[src/rtl/ldq_pkg.sv]
package ldq_pkg;

    // Major opcodes recognised by the sequencer
    localparam logic [5:0] OPC_LDQUAD = 6'h1E;
    localparam logic [5:0] OPC_LDWORD = 6'h23;

    typedef enum logic [1:0] {
        LK_BAD  = 2'd0,
        LK_WORD = 2'd1,
        LK_QUAD = 2'd2
    } ld_kind_e;

    typedef struct packed {
        ld_kind_e    kind;
        logic [4:0]  base_idx;
        logic [4:0]  dst_idx;
        logic [15:0] imm;
    } ld_dec_t;

    typedef enum logic [2:0] {
        ST_IDLE  = 3'd0,
        ST_REQ   = 3'd1,
        ST_WAIT  = 3'd2,
        ST_WB    = 3'd3,
        ST_FAULT = 3'd4,
        ST_TRAP  = 3'd5
    } seq_state_e;

endpackage

[src/rtl/ldq_decode.sv]
module ldq_decode
    import ldq_pkg::*;
(
    input  logic [31:0] instr,
    output ld_dec_t     dec
);

    always_comb begin
        dec.base_idx = instr[25:21];
        dec.dst_idx  = instr[20:16];
        dec.imm      = instr[15:0];
        unique case (instr[31:26])
            OPC_LDQUAD: dec.kind = LK_QUAD;
            OPC_LDWORD: dec.kind = LK_WORD;
            default:    dec.kind = LK_BAD;   // strict trap, never a no-op
        endcase
    end

endmodule

[src/rtl/ldq_agu.sv]
module ldq_agu
    import ldq_pkg::*;
#(
    parameter int XLEN        = 32,
    parameter int QUAD_ALIGN  = 4,
    parameter int WORD_ALIGN  = 2
) (
    input  logic [XLEN-1:0] base,
    input  logic [15:0]     imm,
    input  ld_kind_e        kind,
    output logic [XLEN-1:0] ea,
    output logic            misaligned
);

    localparam logic [XLEN-1:0] QUAD_MASK = XLEN'((64'd1 << QUAD_ALIGN) - 64'd1);
    localparam logic [XLEN-1:0] WORD_MASK = XLEN'((64'd1 << WORD_ALIGN) - 64'd1);

    logic [XLEN-1:0] imm_sx;

    always_comb begin
        imm_sx = {{(XLEN-16){imm[15]}}, imm};
        ea     = base + imm_sx;
        unique case (kind)
            LK_QUAD: misaligned = |(ea & QUAD_MASK);
            LK_WORD: misaligned = |(ea & WORD_MASK);
            default: misaligned = 1'b0;
        endcase
    end

endmodule

[src/rtl/ldq_beat_ctr.sv]
module ldq_beat_ctr #(
    parameter int BW = 2
) (
    input  logic          clk,
    input  logic          rst_n,
    input  logic          clear,
    input  logic          advance,
    input  logic [BW-1:0] last_idx,
    output logic [BW-1:0] beat,
    output logic          at_last
);

    always_ff @(posedge clk) begin
        if (!rst_n) begin
            beat <= '0;
        end else if (clear) begin
            beat <= '0;
        end else if (advance) begin
            beat <= beat + 1'b1;
        end
    end

    assign at_last = (beat == last_idx);

endmodule

[src/rtl/ldq_seq.sv]
module ldq_seq
    import ldq_pkg::*;
#(
    parameter int XLEN       = 32,
    parameter int QUAD_BEATS = 4
) (
    input  logic            clk,
    input  logic            rst_n,
    input  logic            issue_valid,
    output logic            issue_ready,
    input  logic [31:0]     issue_instr,
    output logic [4:0]      base_idx,
    input  logic [XLEN-1:0] base_val,
    output logic            mem_req_valid,
    input  logic            mem_req_ready,
    output logic [XLEN-1:0] mem_req_addr,
    input  logic            mem_rsp_valid,
    input  logic [XLEN-1:0] mem_rsp_data,
    output logic            wb_valid,
    output logic [4:0]      wb_idx,
    output logic [XLEN-1:0] wb_data,
    output logic            fault_valid,
    output logic [XLEN-1:0] fault_addr,
    output logic            trap_valid
);

    localparam int              BW         = (QUAD_BEATS > 1) ? $clog2(QUAD_BEATS) : 1;
    localparam logic [BW-1:0]   QUAD_LAST  = BW'(QUAD_BEATS - 1);
    localparam int              BEAT_SHIFT = $clog2(XLEN / 8);

    seq_state_e      state_q, state_d;
    ld_dec_t         dec_in;
    logic [XLEN-1:0] ea_in;
    logic            mis_in;
    logic            accept;
    logic            rsp_take;
    logic            capture;

    logic [4:0]      dst_q;
    logic [XLEN-1:0] ea_q;
    logic [BW-1:0]   last_q;
    logic [XLEN-1:0] data_q;
    logic [BW-1:0]   beat;
    logic            at_last;

    // ---------------- decode and address generation ----------------
    ldq_decode u_dec (
        .instr (issue_instr),
        .dec   (dec_in)
    );

    ldq_agu #(
        .XLEN       (XLEN),
        .QUAD_ALIGN (4),
        .WORD_ALIGN (2)
    ) u_agu (
        .base       (base_val),
        .imm        (dec_in.imm),
        .kind       (dec_in.kind),
        .ea         (ea_in),
        .misaligned (mis_in)
    );

    ldq_beat_ctr #(
        .BW (BW)
    ) u_beat (
        .clk      (clk),
        .rst_n    (rst_n),
        .clear    (accept),
        .advance  (rsp_take && !at_last),
        .last_idx (last_q),
        .beat     (beat),
        .at_last  (at_last)
    );

    assign accept   = issue_valid && (state_q == ST_IDLE);
    assign rsp_take = (state_q == ST_WAIT) && mem_rsp_valid;

    // Only the first beat carries the architecturally visible low word
    generate
        if (QUAD_BEATS > 1) begin : g_multi
            assign capture = rsp_take && (beat == '0);
        end else begin : g_single
            assign capture = rsp_take;
        end
    endgenerate

    // ---------------- state register ----------------
    always_ff @(posedge clk) begin
        if (!rst_n) begin
            state_q <= ST_IDLE;
        end else begin
            state_q <= state_d;
        end
    end

    // ---------------- next state ----------------
    always_comb begin
        state_d = state_q;
        unique case (state_q)
            ST_IDLE: begin
                if (accept) begin
                    if (dec_in.kind == LK_BAD) begin
                        state_d = ST_TRAP;
                    end else if (mis_in) begin
                        state_d = ST_FAULT;
                    end else begin
                        state_d = ST_REQ;
                    end
                end
            end
            ST_REQ: begin
                if (mem_req_ready) begin
                    state_d = ST_WAIT;
                end
            end
            ST_WAIT: begin
                if (mem_rsp_valid) begin
                    state_d = at_last ? ST_WB : ST_REQ;
                end
            end
            ST_WB:    state_d = ST_IDLE;
            ST_FAULT: state_d = ST_IDLE;
            ST_TRAP:  state_d = ST_IDLE;
            default:  state_d = ST_IDLE;
        endcase
    end

    // ---------------- per-instruction data ----------------
    always_ff @(posedge clk) begin
        if (!rst_n) begin
            dst_q  <= '0;
            ea_q   <= '0;
            last_q <= '0;
            data_q <= '0;
        end else begin
            if (accept) begin
                dst_q  <= dec_in.dst_idx;
                ea_q   <= ea_in;
                last_q <= (dec_in.kind == LK_QUAD) ? QUAD_LAST : '0;
            end
            if (capture) begin
                data_q <= mem_rsp_data;
            end
        end
    end

    // ---------------- outputs ----------------
    always_comb begin
        issue_ready   = 1'b0;
        mem_req_valid = 1'b0;
        wb_valid      = 1'b0;
        fault_valid   = 1'b0;
        trap_valid    = 1'b0;
        unique case (state_q)
            ST_IDLE:  issue_ready   = 1'b1;
            ST_REQ:   mem_req_valid = 1'b1;
            ST_WAIT:  ;
            ST_WB:    wb_valid      = (dst_q != 5'd0);
            ST_FAULT: fault_valid   = 1'b1;
            ST_TRAP:  trap_valid    = 1'b1;
            default:  ;
        endcase
        base_idx     = dec_in.base_idx;
        mem_req_addr = ea_q + (XLEN'(beat) << BEAT_SHIFT);
        wb_idx       = dst_q;
        wb_data      = data_q;
        fault_addr   = ea_q;
    end

endmodule

[config.mk]
export PLATFORM = sky130hd
export DESIGN_NAME = ldq_seq
export DESIGN_NICKNAME = d
export VERILOG_FILES = /design/src/rtl/ldq_pkg.sv /design/src/rtl/ldq_decode.sv /design/src/rtl/ldq_agu.sv /design/src/rtl/ldq_beat_ctr.sv /design/src/rtl/ldq_seq.sv
export SDC_FILE = /design/constraint.sdc
export NUM_CORES = 1
export LEC_CHECK = 0
export ABC_AREA = 1
export BUFFER_PORTS_ARGS = -buffer_cell sky130_fd_sc_hd__buf_4
export CORE_UTILIZATION = 46
export DETAILED_ROUTE_END_ITERATION = 16
export PLACE_DENSITY = 0.78
export SLEW_MARGIN = 20
export SYNTH_ARGS = -nofsm -noshare
export SYNTH_HDL_FRONTEND = slang
export SYNTH_HIERARCHICAL = 1
export SYNTH_SLANG_ARGS = --single-unit
[constraint.sdc]
create_clock -name clk -period 3.35 [get_ports clk]
set_input_delay 0.5025 -clock clk [delete_from_list [all_inputs] [get_ports clk]]
set_output_delay 0.5025 -clock clk [all_outputs]
set_load 0.01 [all_outputs]
== After elaboration in Yosys (flattened, before gate mapping) ==
Cells that the tools add are included.
Operators by class
  bitwise gates (word level): 1
  equality and inequality tests: 13
  reductions and logical operators: 13
  multiplexer cells: 15
  add/subtract/negate cells: 3
Operators by type and width (count)
  32-bit adder: 1
  32-bit by 4-bit adder with 32-bit output: 1
  3-bit 2-to-1 mux: 5
  3-bit one-hot mux with 3 select lines: 1
  3-bit by 2-bit equality test with 1-bit output, second input constant: 2
  3-bit equality test, second input constant: 2
  6-bit by 5-bit equality test with 1-bit output, second input constant: 1
  6-bit equality test, second input constant: 1
  2-bit inequality test, second input constant: 3
  1-bit 2-to-1 mux: 5
  5-bit nonzero test: 1
  1-bit logical AND: 4
  2-bit zero test: 2
  2-bit 2-to-1 mux: 2
  2-bit one-hot mux with 2 select lines: 1
  2-bit OR reduction: 2
  4-bit OR reduction: 1
  3-bit by 1-bit equality test with 1-bit output, second input constant: 1
  3-bit zero test: 1
  3-bit AND reduction: 1
  2-bit by 1-bit adder with 2-bit output, second input constant: 1
  2-bit by 1-bit equality test with 1-bit output, second input constant: 1
  2-bit equality test: 1
  2-bit equality test, second input constant: 1
  3 further kinds: 3
Word-level totals
  register bits after elaboration: 76
  word-level logic and storage cells: 51

== Logic depth before layout (Yosys ltp) ==
Gate-level depths: netlist (run 1).
  depth after elaboration: 8
  mapped depth: 15
  depth with buffers taken out: 14

== Cells and area by module ==
The synthesis (run 1) kept the hierarchy.
By module, submodules not included
  ldq_seq: instances 1, area each 3530.9 um^2, sequential area each 1461.4 um^2, cells an instance 525
  ldq_agu: instances 1, area each 2402.3 um^2, sequential area each 0.0 um^2, cells an instance 506
  ldq_decode: instances 1, area each 255.2 um^2, sequential area each 0.0 um^2, cells an instance 40
  ldq_beat_ctr: instances 1, area each 141.4 um^2, sequential area each 40.0 um^2, cells an instance 25

== Worst setup path after synthesis (run 1) ==
Ideal clock, no wire load.
  path type: input port to flip-flop
  from: in issue_instr[0]
  to: reg ea_q[20] (netlist: fault_addr[20])
  arrival: 2.075 ns
  stages: 15
  buffers on the path: 1
  slack: 1.147 ns
  path through: buf_4 -> ha_1 -> fa_1 -> nand3_1 -> nand3_2 -> nand2_1 -> nand2_2 -> nand2_1 -> nand2_2 -> nand2_1 -> nand2_1 -> nand2_1 -> nand2_1 -> o21ai_0 -> a21oi_1
Between the ends
  word-level cells in the longest chain between the ends: 1
Ends and longest elaborated chain
  start: declaration: RTL line ldq_seq.sv:11  | input logic [31:0] issue_instr,
  32-bit adder: RTL line ldq_agu.sv:22  | ea = base + imm_sx;
  via ea_in[20]: RTL line ldq_seq.sv:33  | logic [XLEN-1:0] ea_in;
  end signal: assignment: RTL line ldq_seq.sv:139  | ea_q <= ea_in;
  end: declaration: RTL line ldq_seq.sv:40  | logic [XLEN-1:0] ea_q;
The timed path passes the listed nets, and every way through them passes these cells.
A chain may end at the register's enable or synchronous reset.

== Worst setup path after layout (run 1) ==
  from: reg u_beat.beat[0]
  to: out mem_req_addr[12]
Between the ends
  word-level cells in the longest chain between the ends: 1
Ends and longest elaborated chain
  start: declaration: RTL line ldq_beat_ctr.sv:9  | output logic [BW-1:0] beat,
  start signal: assignment: RTL line ldq_beat_ctr.sv:19  | beat <= beat + 1'b1;
  32-bit by 4-bit adder with 32-bit output: RTL line ldq_seq.sv:165  | mem_req_addr = ea_q + (XLEN'(beat) << BEAT_SHIFT);
  end: declaration: RTL line ldq_seq.sv:16  | output logic [XLEN-1:0] mem_req_addr,
No other way between the ends.

==> implementation parameters, run 1 <==
Parameter                              Value

Outcome
  Status ... finished, final reports clean

Synth
  Synth warnings ... 6
  Main area contributors after synthesis ... sky130_fd_sc_hd__dfxtp_1 24%, sky130_fd_sc_hd__nand2_1 20%, sky130_fd_sc_hd__nor2_1 11%, sky130_fd_sc_hd__inv_1 9.8%, sky130_fd_sc_hd__ha_1 6.9%
  Distinct cell type count of the synthesized netlist ... 30
  Yosys top cell area share ... approximately a quarter
  Area share of xor/xnor cells in the synthesized design ... approximately 4.3%
  Synth async-reset ratio ... 0%
  Synthesis-stage register bit count ... between 70 and 80
  Post-synthesis sequential area ratio ... about a quarter
  Post-Synthesis Cell Area ... ~0.0063 mm2
  Area share of fa/ha/maj cells after synthesis ... 7.55%
  Mux cell area share after synthesis ... 0%
  Number of enable flip-flop cells after synthesis ... 0
  Synthesized area divided by synthesized cell count ... between 5 and 6 um2
  Compound-gate portion of the synthesized area ... 10.1%
  Cells after Synth ... ~1100
  Most instantiated flip-flop cell in the synthesis netlist ... sky130_fd_sc_hd__dfxtp_1
  Dominant combinational cell family by area after synthesis ... simple AND/OR/NAND/NOR gates
  Post-synthesis cell type with the largest combined area ... sky130_fd_sc_hd__dfxtp_1
  Syn Nets ... ~1200
  Simple-Gate Fraction of Synth Area ... between 30 and 40%

Detailed routing
  Highest routed layer ... met4
  1st-iter DRT viols ... 303
  Antenna-violating nets left ... 0
  Routed length on met1 ... 7.88 mm
  Vias per std cell ... between 4 and 5
  Residual DRC count ... 0
  First-pass iteration count of the detailed router ... 8
  Avg WL per Cell ... roughly 13 um
  Vias post-DR ... approximately 7000
  Met2 WL post-DR ... around 8.8 mm
  Wire length reported by the detailed router ... 18.4 mm
  Routed wire length on met3 ... 1.17 mm

Setup path
  Critical-path top delay cell ... sky130_fd_sc_hd__dfxtp_1
  Worst path required time ... roughly 2900 ps
  Data arrival time of the critical path ... 2240 ps
  Cell type group with the largest total delay on the critical path ... simple AND/OR/NAND/NOR gates
  Kind of critical path ... flip-flop to primary output
  Largest driver fanout on the critical path ... 7
  Delay of the slowest cell on the worst path ... between 400 and 500 ps
  Worst path bufs/invs ... 2
  Sort of element at the end of the critical path ... primary output
  Startpoint Class ... flip-flop
  Series of cell instances along the critical path ... ha_1 > fa_1 > nand3_2 > inv_1 > nand2_1 > nor2_2 > xor2_1 > buf_4
  Worst R2R Start ... state_q[2]$_SDFFE_PN0P_
  Critical path startpoint ... u_beat/beat[0]$_SDFFE_PP0P_

Pwr
  NetSw ... about 1900 uW
  Internal portion of total power ... between 2000 and 3000 uW
  Power Dens Cells ... around 570 mW/mm2
  Maximum vdd ir drop ... ~0.23 mV
  Switching share of power ... between 40% and 50%
  Leak pwr ... 0.00437 uW
  Power share of the combinational group ... approximately 47%
  Clk pwr share ... a little over a fifth
  Proportion of power drawn by flip-flops and latches ... around a third

Die
  Number of placement rows ... 42
  Total Die Area ... roughly 0.014 mm2
  Starting density of the core ... between 40% and 50%
  Die outline width ... 119 um
  Die extent in y ... around 120 um
  Area of the core ... about 0.013 mm2
  Top Ports ... between 200 and 250

Hold path
  HP Start ... issue_instr[20]
  Hold crit path type ... input pin to flip-flop

STA
  Normalized max-slew margin ... a little over half
  Maximum clock rate ... 365 MHz
  Crit path time final ... 2740 ps
  Worst Max-Slew Pin Slew ... 681 ps
  Final cycle utilization of the critical path ... between 80% and 90%
  Max Slew Vio Count ... 0
  Count of endpoints failing setup in the final report ... 0
  Worst-case setup margin in the final layout ... ~610 ps
  Clock Skew ... around 8.4 ps
  Unrepaired setup endpoints after global routing ... false
  Count of final hold-check violations ... 0
  Setup total negative slack ... 0 ps

Clock network
  Worst-case clock buffer depth ... 2
  Clock buffer count from CTS ... 9
  Post-CTS setup-driven buffer insertion count ... 0
  Number of hold-repair buffers added at the cts stage ... 0
  Clock tree from TritonCTS ... built
  CTS Root Cell ... sky130_fd_sc_hd__clkbuf_16
  Clk slew on worst S/H paths ... 60 ps
  Later-pin clock latency in the skew report ... 340 ps
  Number of H-tree levels ... 3
  Post-CTS sizing ... 0
  Count of clock tree sinks ... 75

Layout
  Fill cell instance count of the final layout ... around 1400
  Final layout net count ... ~1400
  Layout Area Growth over Synthesis ... 26.9%
  Fraction of final layout cells with drive strength greater than 1 ... between 10% and 20%
  Number of inserted diodes ... 0

Placement
  Half-perimeter wire length after detailed placement ... about 15 mm
  Gp weighted congestion ... roughly 0.94
  Post-placement setup slack ... between 900 and 1000 ps
  Port Buffer Count ... 201

Global route
  Pin count of the biggest net entering global routing ... 74
  GRT Util Overall ... between 20% and 30%
  First-pass GRT wire length ... 29.7 mm
  Vias in the first global route ... 6339
  Antenna violations before repair ... 0
  Final global-route overflow total ... 0

Job
  MaxCap Viol Count ... 0
-- area by class of cell --
type	instances	area, um2	share of cell area (%)
multi-input cells	801	3860	48.0
well taps	176	220	2.74
flip-flops and latches	75	1500	18.7
inverters	171	643	8.01
clock buffers	9	225	2.80
clock inverters	7	76.3	0.950
repair buffers	201	1510	18.8
-- cells by family after synthesis --
group / after synthesis
compound gates: 126
simple gates: 607
xor+xnor: 31
flops: 75
fa+ha+maj: 37
buf+inv: 220
-- power groups by stage --
stage               logic [uW]  registers [uW]  clock network (uW)
floorplan                 1150            1490                   0
global placement          2150            1460                   0
detailed placement        2170            1470                   0
CTS                       2180            1450                 989
global route              2390            1480                1030
finish                    2170            1450                 974
-- cell usage after synthesis, drive strengths merged (3+ instances only) --
cell type,n
o21bai,3
dfxtp,75
nor2,202
o21ai,74
ha,35
buf,35
nand3,48
inv,170
nor3,10
nand4,5
clkbuf,14
nand2,341
xor2,29
a21oi,48
-- layout by cell type, fill, tap and decap left out, types with 4 or more instances in the layout --
master,count
sky130_fd_sc_hd__ha_1,35
sky130_fd_sc_hd__inv_2,4
sky130_fd_sc_hd__dfxtp_1,75
sky130_fd_sc_hd__inv_1,166
sky130_fd_sc_hd__o21ai_0,70
sky130_fd_sc_hd__nor2_2,9
sky130_fd_sc_hd__clkbuf_16,9
sky130_fd_sc_hd__nand2_1,330
sky130_fd_sc_hd__nand4_1,5
sky130_fd_sc_hd__a21oi_1,48
sky130_fd_sc_hd__nor3_1,10
sky130_fd_sc_hd__buf_4,201
sky130_fd_sc_hd__nor2_1,190
sky130_fd_sc_hd__xor2_1,29
sky130_fd_sc_hd__nand3_1,45
sky130_fd_sc_hd__nand2_2,10
sky130_fd_sc_hd__o21ai_1,4
-- sequential cells by signal (all words and copies together) (netlist names) --
register,count
last_q,1
state_q,3
wb_data,32
fault_addr,32
u_beat/beat,2
wb_idx,5
-- metal layers --
metal / vias up / track usage, %
li1: 3655 / -
met1: 3101 / 32.0
met2: 238 / 45.1
met3: 35 / 3.93
met4: 0 / 9.61
met5: - / 0
-- tightest hold or removal path: stages --
cell,delay [ps]
sky130_fd_sc_hd__buf_4,80
sky130_fd_sc_hd__nor2_1,30
sky130_fd_sc_hd__nor2_1,80
-- final timing paths --
check	endpoint	cells past startpoint	slack, ps
setup reg to reg	wb_data[10]$_SDFFE_PN0P_	7	1610
hold / removal	wb_idx[4]$_SDFFE_PN0P_	3	390
hold reg to reg	wb_idx[1]$_SDFFE_PN0P_	2	470
setup / recovery	mem_req_addr[12]	8	610
-- stage by stage --
stage	power, uW	cells	area [um2]	hold slack (ps)	util [%]
after floorplan	2640	1096	6330	488	-
after global placement	3610	1424	7730	462	57.9
after detailed placement	3640	1424	7730	470	57.9
after CTS	4610	1440	8030	386	60.2
after global routing	4900	1440	8030	400	60.2
final	4590	1440	8030	393	60.2
(Power assumes the default switching activity.)
==> inputs of run 2 (changes only) <==
Settings changed: ABC_AREA 1 to 0, PLACE_DENSITY 0.78 to 0.79.
Clock period 3.35 ns to 2.8 ns, I/O delays scaled along.
==> implementation parameters, run 2 <==
Parameter                              Value

STA
  Worst Max-Slew Pin Slew ... 702 ps (+21.2 ps)
  Crit path time final ... 2700 ps
  Count of final hold-check violations ... 0 (unchanged)
  Setup total negative slack ... 0 ps (unchanged)
  Maximum clock rate ... roughly 370 MHz
  Max Slew Vio Count ... 0 (unchanged)
  Count of endpoints failing setup in the final report ... 0 (unchanged)
  Clock Skew ... 5.42 ps (-2.95 ps)
  Normalized max-slew margin ... 53.1% (-1.4 points)
  Unrepaired setup endpoints after global routing ... false
  Final cycle utilization of the critical path ... approximately 97%

Pwr
  Maximum vdd ir drop ... 0.301 mV (+28%)
  Leak pwr ... 0.00332 uW (-24%)
  Power Dens Cells ... 526 mW/mm2 (-8.0%)
  Tot Pwr ... 3990 uW (-13%)

Clock network
  Number of hold-repair buffers added at the cts stage ... 0 (unchanged)
  Worst-case clock buffer depth ... 2 (unchanged)
  Clk slew on worst S/H paths ... 60 ps (about the same)
  Count of clock tree sinks ... 75 (unchanged)
  Clock buffer count from CTS ... 9 (unchanged)
  Later-pin clock latency in the skew report ... 320 ps (-20 ps)
  Post-CTS setup-driven buffer insertion count ... 0 (unchanged)
  Post-CTS sizing ... 0 (unchanged)
  Clock tree from TritonCTS ... built
  CTS Root Cell ... sky130_fd_sc_hd__clkbuf_16
  Number of H-tree levels ... 3 (unchanged)

Global route
  Pin count of the biggest net entering global routing ... 74 (unchanged)
  GRT Util Overall ... 23.5% (-2.4 points)
  First-pass GRT wire length ... 24.7 mm (-17%)
  Antenna violations before repair ... 0 (unchanged)
  Final global-route overflow total ... 0 (unchanged)
  Vias in the first global route ... 5141 (-19%)

Setup path
  Most frequent CP cell ... sky130_fd_sc_hd__and4_4
  Sort of element at the end of the critical path ... primary output
  Startpoint Class ... flip-flop
  Data arrival time of the critical path ... 2280 ps (+40 ps)
  Worst path required time ... 2380 ps (-470 ps)
  Kind of critical path ... flip-flop to primary output
  Worst path bufs/invs ... 1 (-1)
  Delay of the slowest cell on the worst path ... 450 ps (about the same)
  Critical-path top delay cell ... sky130_fd_sc_hd__fa_1
  Cell type group with the largest total delay on the critical path ... adder cells
  Series of cell instances along the critical path ... ha_1 > fa_1 > and4_4 > and2b_4 > and4_4 > xor2_2 > buf_4
  Largest driver fanout on the critical path ... 6 (-1)

Synth
  Post-synthesis sequential area ratio ... 25.8% (+2.0 points)
  Post-Synthesis Cell Area ... 0.00583 mm2 (-7.9%)
  Yosys top cell area share ... 25.8% (+2.0 points)
  Distinct cell type count of the synthesized netlist ... 73 (+140%)
  Post-synthesis cell type with the largest combined area ... sky130_fd_sc_hd__dfxtp_1
  Dominant cell by count in the synthesized netlist ... sky130_fd_sc_hd__nand2_1
  Synthesis-stage register bit count ... 75 (unchanged)
  Synthesized area divided by synthesized cell count ... 7.89 um2 (+37%)
  Syn Nets ... 877 (-29%)
  Main area contributors after synthesis ... sky130_fd_sc_hd__dfxtp_1 26%, sky130_fd_sc_hd__nand2_1 12%, sky130_fd_sc_hd__ha_1 7.5%, sky130_fd_sc_hd__xnor2_1 5.9%, sky130_fd_sc_hd__a21boi_0 5.3%
  Number of enable flip-flop cells after synthesis ... 0 (unchanged)
  Synth warnings ... 6 (unchanged)
  Cells after Synth ... 739 (-33%)
  Synth async-reset ratio ... 0% (unchanged)
  Most instantiated flip-flop cell in the synthesis netlist ... sky130_fd_sc_hd__dfxtp_1
  Commonest cells in the synthesized netlist ... 182 x sky130_fd_sc_hd__nand2_1, 75 x sky130_fd_sc_hd__dfxtp_1, 41 x sky130_fd_sc_hd__a21boi_0

Placement
  Inst Count DP ... 1065 (-25%)
  Half-perimeter wire length after detailed placement ... 12.1 mm (-19%)
  Gp weighted congestion ... 0.954 (+1.1%)
  Port Buffer Count ... 201 (unchanged)

Detailed routing
  Vias per std cell ... 5.32 (+9.0%)
  First-pass iteration count of the detailed router ... 5 (-3)
  Residual DRC count ... 0 (unchanged)
  Avg WL per Cell ... 14.4 um (+13%)
  1st-iter DRT viols ... 408 (+35%)
  Antenna-violating nets left ... 0 (unchanged)
  Wire length reported by the detailed router ... 15.5 mm (-15%)
  Vias post-DR ... 5749 (-18%)

Die
  Top Ports ... 212 (unchanged)
  Die outline width ... 115 um (-4.0%)
  Die extent in y ... 115 um (-4.0%)
  Number of placement rows ... 40 (-4.8%)
  Area of the core ... 0.0122 mm2 (-8.9%)
  Total Die Area ... 0.0131 mm2 (-7.8%)
  Starting density of the core ... 47.9% (+0.51 points)

Job
  MaxCap Viol Count ... 0 (unchanged)

Layout
  Fraction of final layout cells with drive strength greater than 1 ... 29.9% (+10 points)
  Final layout net count ... 1046 (-25%)
  Number of inserted diodes ... 0 (unchanged)
  Layout Area Growth over Synthesis ... 30.2%
  Final instance count without filler cells ... 1081 (-25%)
  Leading cell type in the layout, fill and taps excluded ... sky130_fd_sc_hd__buf_4
  Commonest cells after routing, fill and taps aside ... 224 x sky130_fd_sc_hd__buf_4, 182 x sky130_fd_sc_hd__nand2_1, 74 x sky130_fd_sc_hd__dfxtp_1, 41 x sky130_fd_sc_hd__a21boi_0, 39 x sky130_fd_sc_hd__xnor2_1
  Fill cell instance count of the final layout ... 1084 (-21%)

Outcome
  Status ... finished, final reports clean

Hold path
  Hold crit path type ... input pin to flip-flop
[run 2: cell count changes after synthesis, sizes merged, moves of 10 or more]
cell    before  now
nand2      341  184
nand4        5   15
a21oi       48   38
a21boi       0   72
inv        170   10
o21ai       74   15
xnor2        2   39
nor2       202   29
a21o         1   12
nand3       48   17
buf         35   54
[run 2: kinds of logic (layout without fill, tap and decap cells)]
| group | after synthesis | in the layout | share of synthesized area (%) |
|---|---|---|---|
| mux | 3 | 3 | 0.515 |
| buf+inv | 76 | 250 | 8.44 |
| xor+xnor | 60 | 60 | 9.14 |
| flops | 75 | 75 | 25.8 |
| fa+ha+maj | 37 | 37 | 8.20 |
| compound gates | 182 | 182 | 23.1 |
| simple gates | 306 | 306 | 24.9 |
[run 2: final timing paths]
kind	from	end	slack, ps	cells past startpoint
hold reg to reg	wb_data[6]$_SDFFE_PN0P_	wb_data[6]$_SDFFE_PN0P_	450	2
setup reg to reg	state_q[0]$_SDFFE_PN0P_	fault_addr[14]$_SDFFE_PN0P_	1090	5
setup / recovery	u_beat/beat[0]$_SDFFE_PP0P_	mem_req_addr[14]	100	7
hold / removal	issue_instr[16]	wb_idx[0]$_SDFFE_PN0P_	340	3
[run 2: metrics by stage]
| step | setup WS [ps] | instance area [um2] | hold slack [ps] | util [%] |
|---|---|---|---|---|
| floorplan | 208 | 5830 | 476 | - |
| global placement | -29.8 | 7270 | 441 | 59.8 |
| detailed placement | -99.3 | 7270 | 446 | 59.8 |
| CTS | 38.9 | 7580 | 327 | 62.3 |
| global route | 18.4 | 7590 | 344 | 62.4 |
| finish | 97.5 | 7590 | 338 | 62.4 |
[run 2: worst register-to-register path: cells and delay by family (launching register included)]
family,cells,cell delay (ps)
buffers and inverters,1,510
DFF,1,450
and+or+nand+nor,3,450
AOI/OAI and AO/OA,1,200
[run 2: final cells by class]
| class | instances | area, um2 | area share [%] |
|---|---|---|---|
| multi-input combinational | 588 | 3840 | 50.6 |
| timing repair buffer | 224 | 1680 | 22.2 |
| sequential | 75 | 1500 | 19.8 |
| clock buffer | 11 | 253 | 3.33 |
| tap | 168 | 210 | 2.77 |
| clock inverter | 5 | 61.3 | 0.808 |
| inverter | 10 | 37.5 | 0.495 |
[run 2: per-layer routing]
layer / GRT usage (%) / vias up / routed length [um]
met5: 0 / - / 6
met4: 9.87 / 2 / 366
met2: 41.7 / 186 / 7720
met3: 3.18 / 22 / 982
met1: 28.5 / 2655 / 6470
li1: - / 2884 / -
[run 2: report_power, final]
group,internal [uW],switching (uW),leakage (uW)
combinational,697,745,0.00257
clock,740,454,0.000144
sequential,1180,173,0.000611
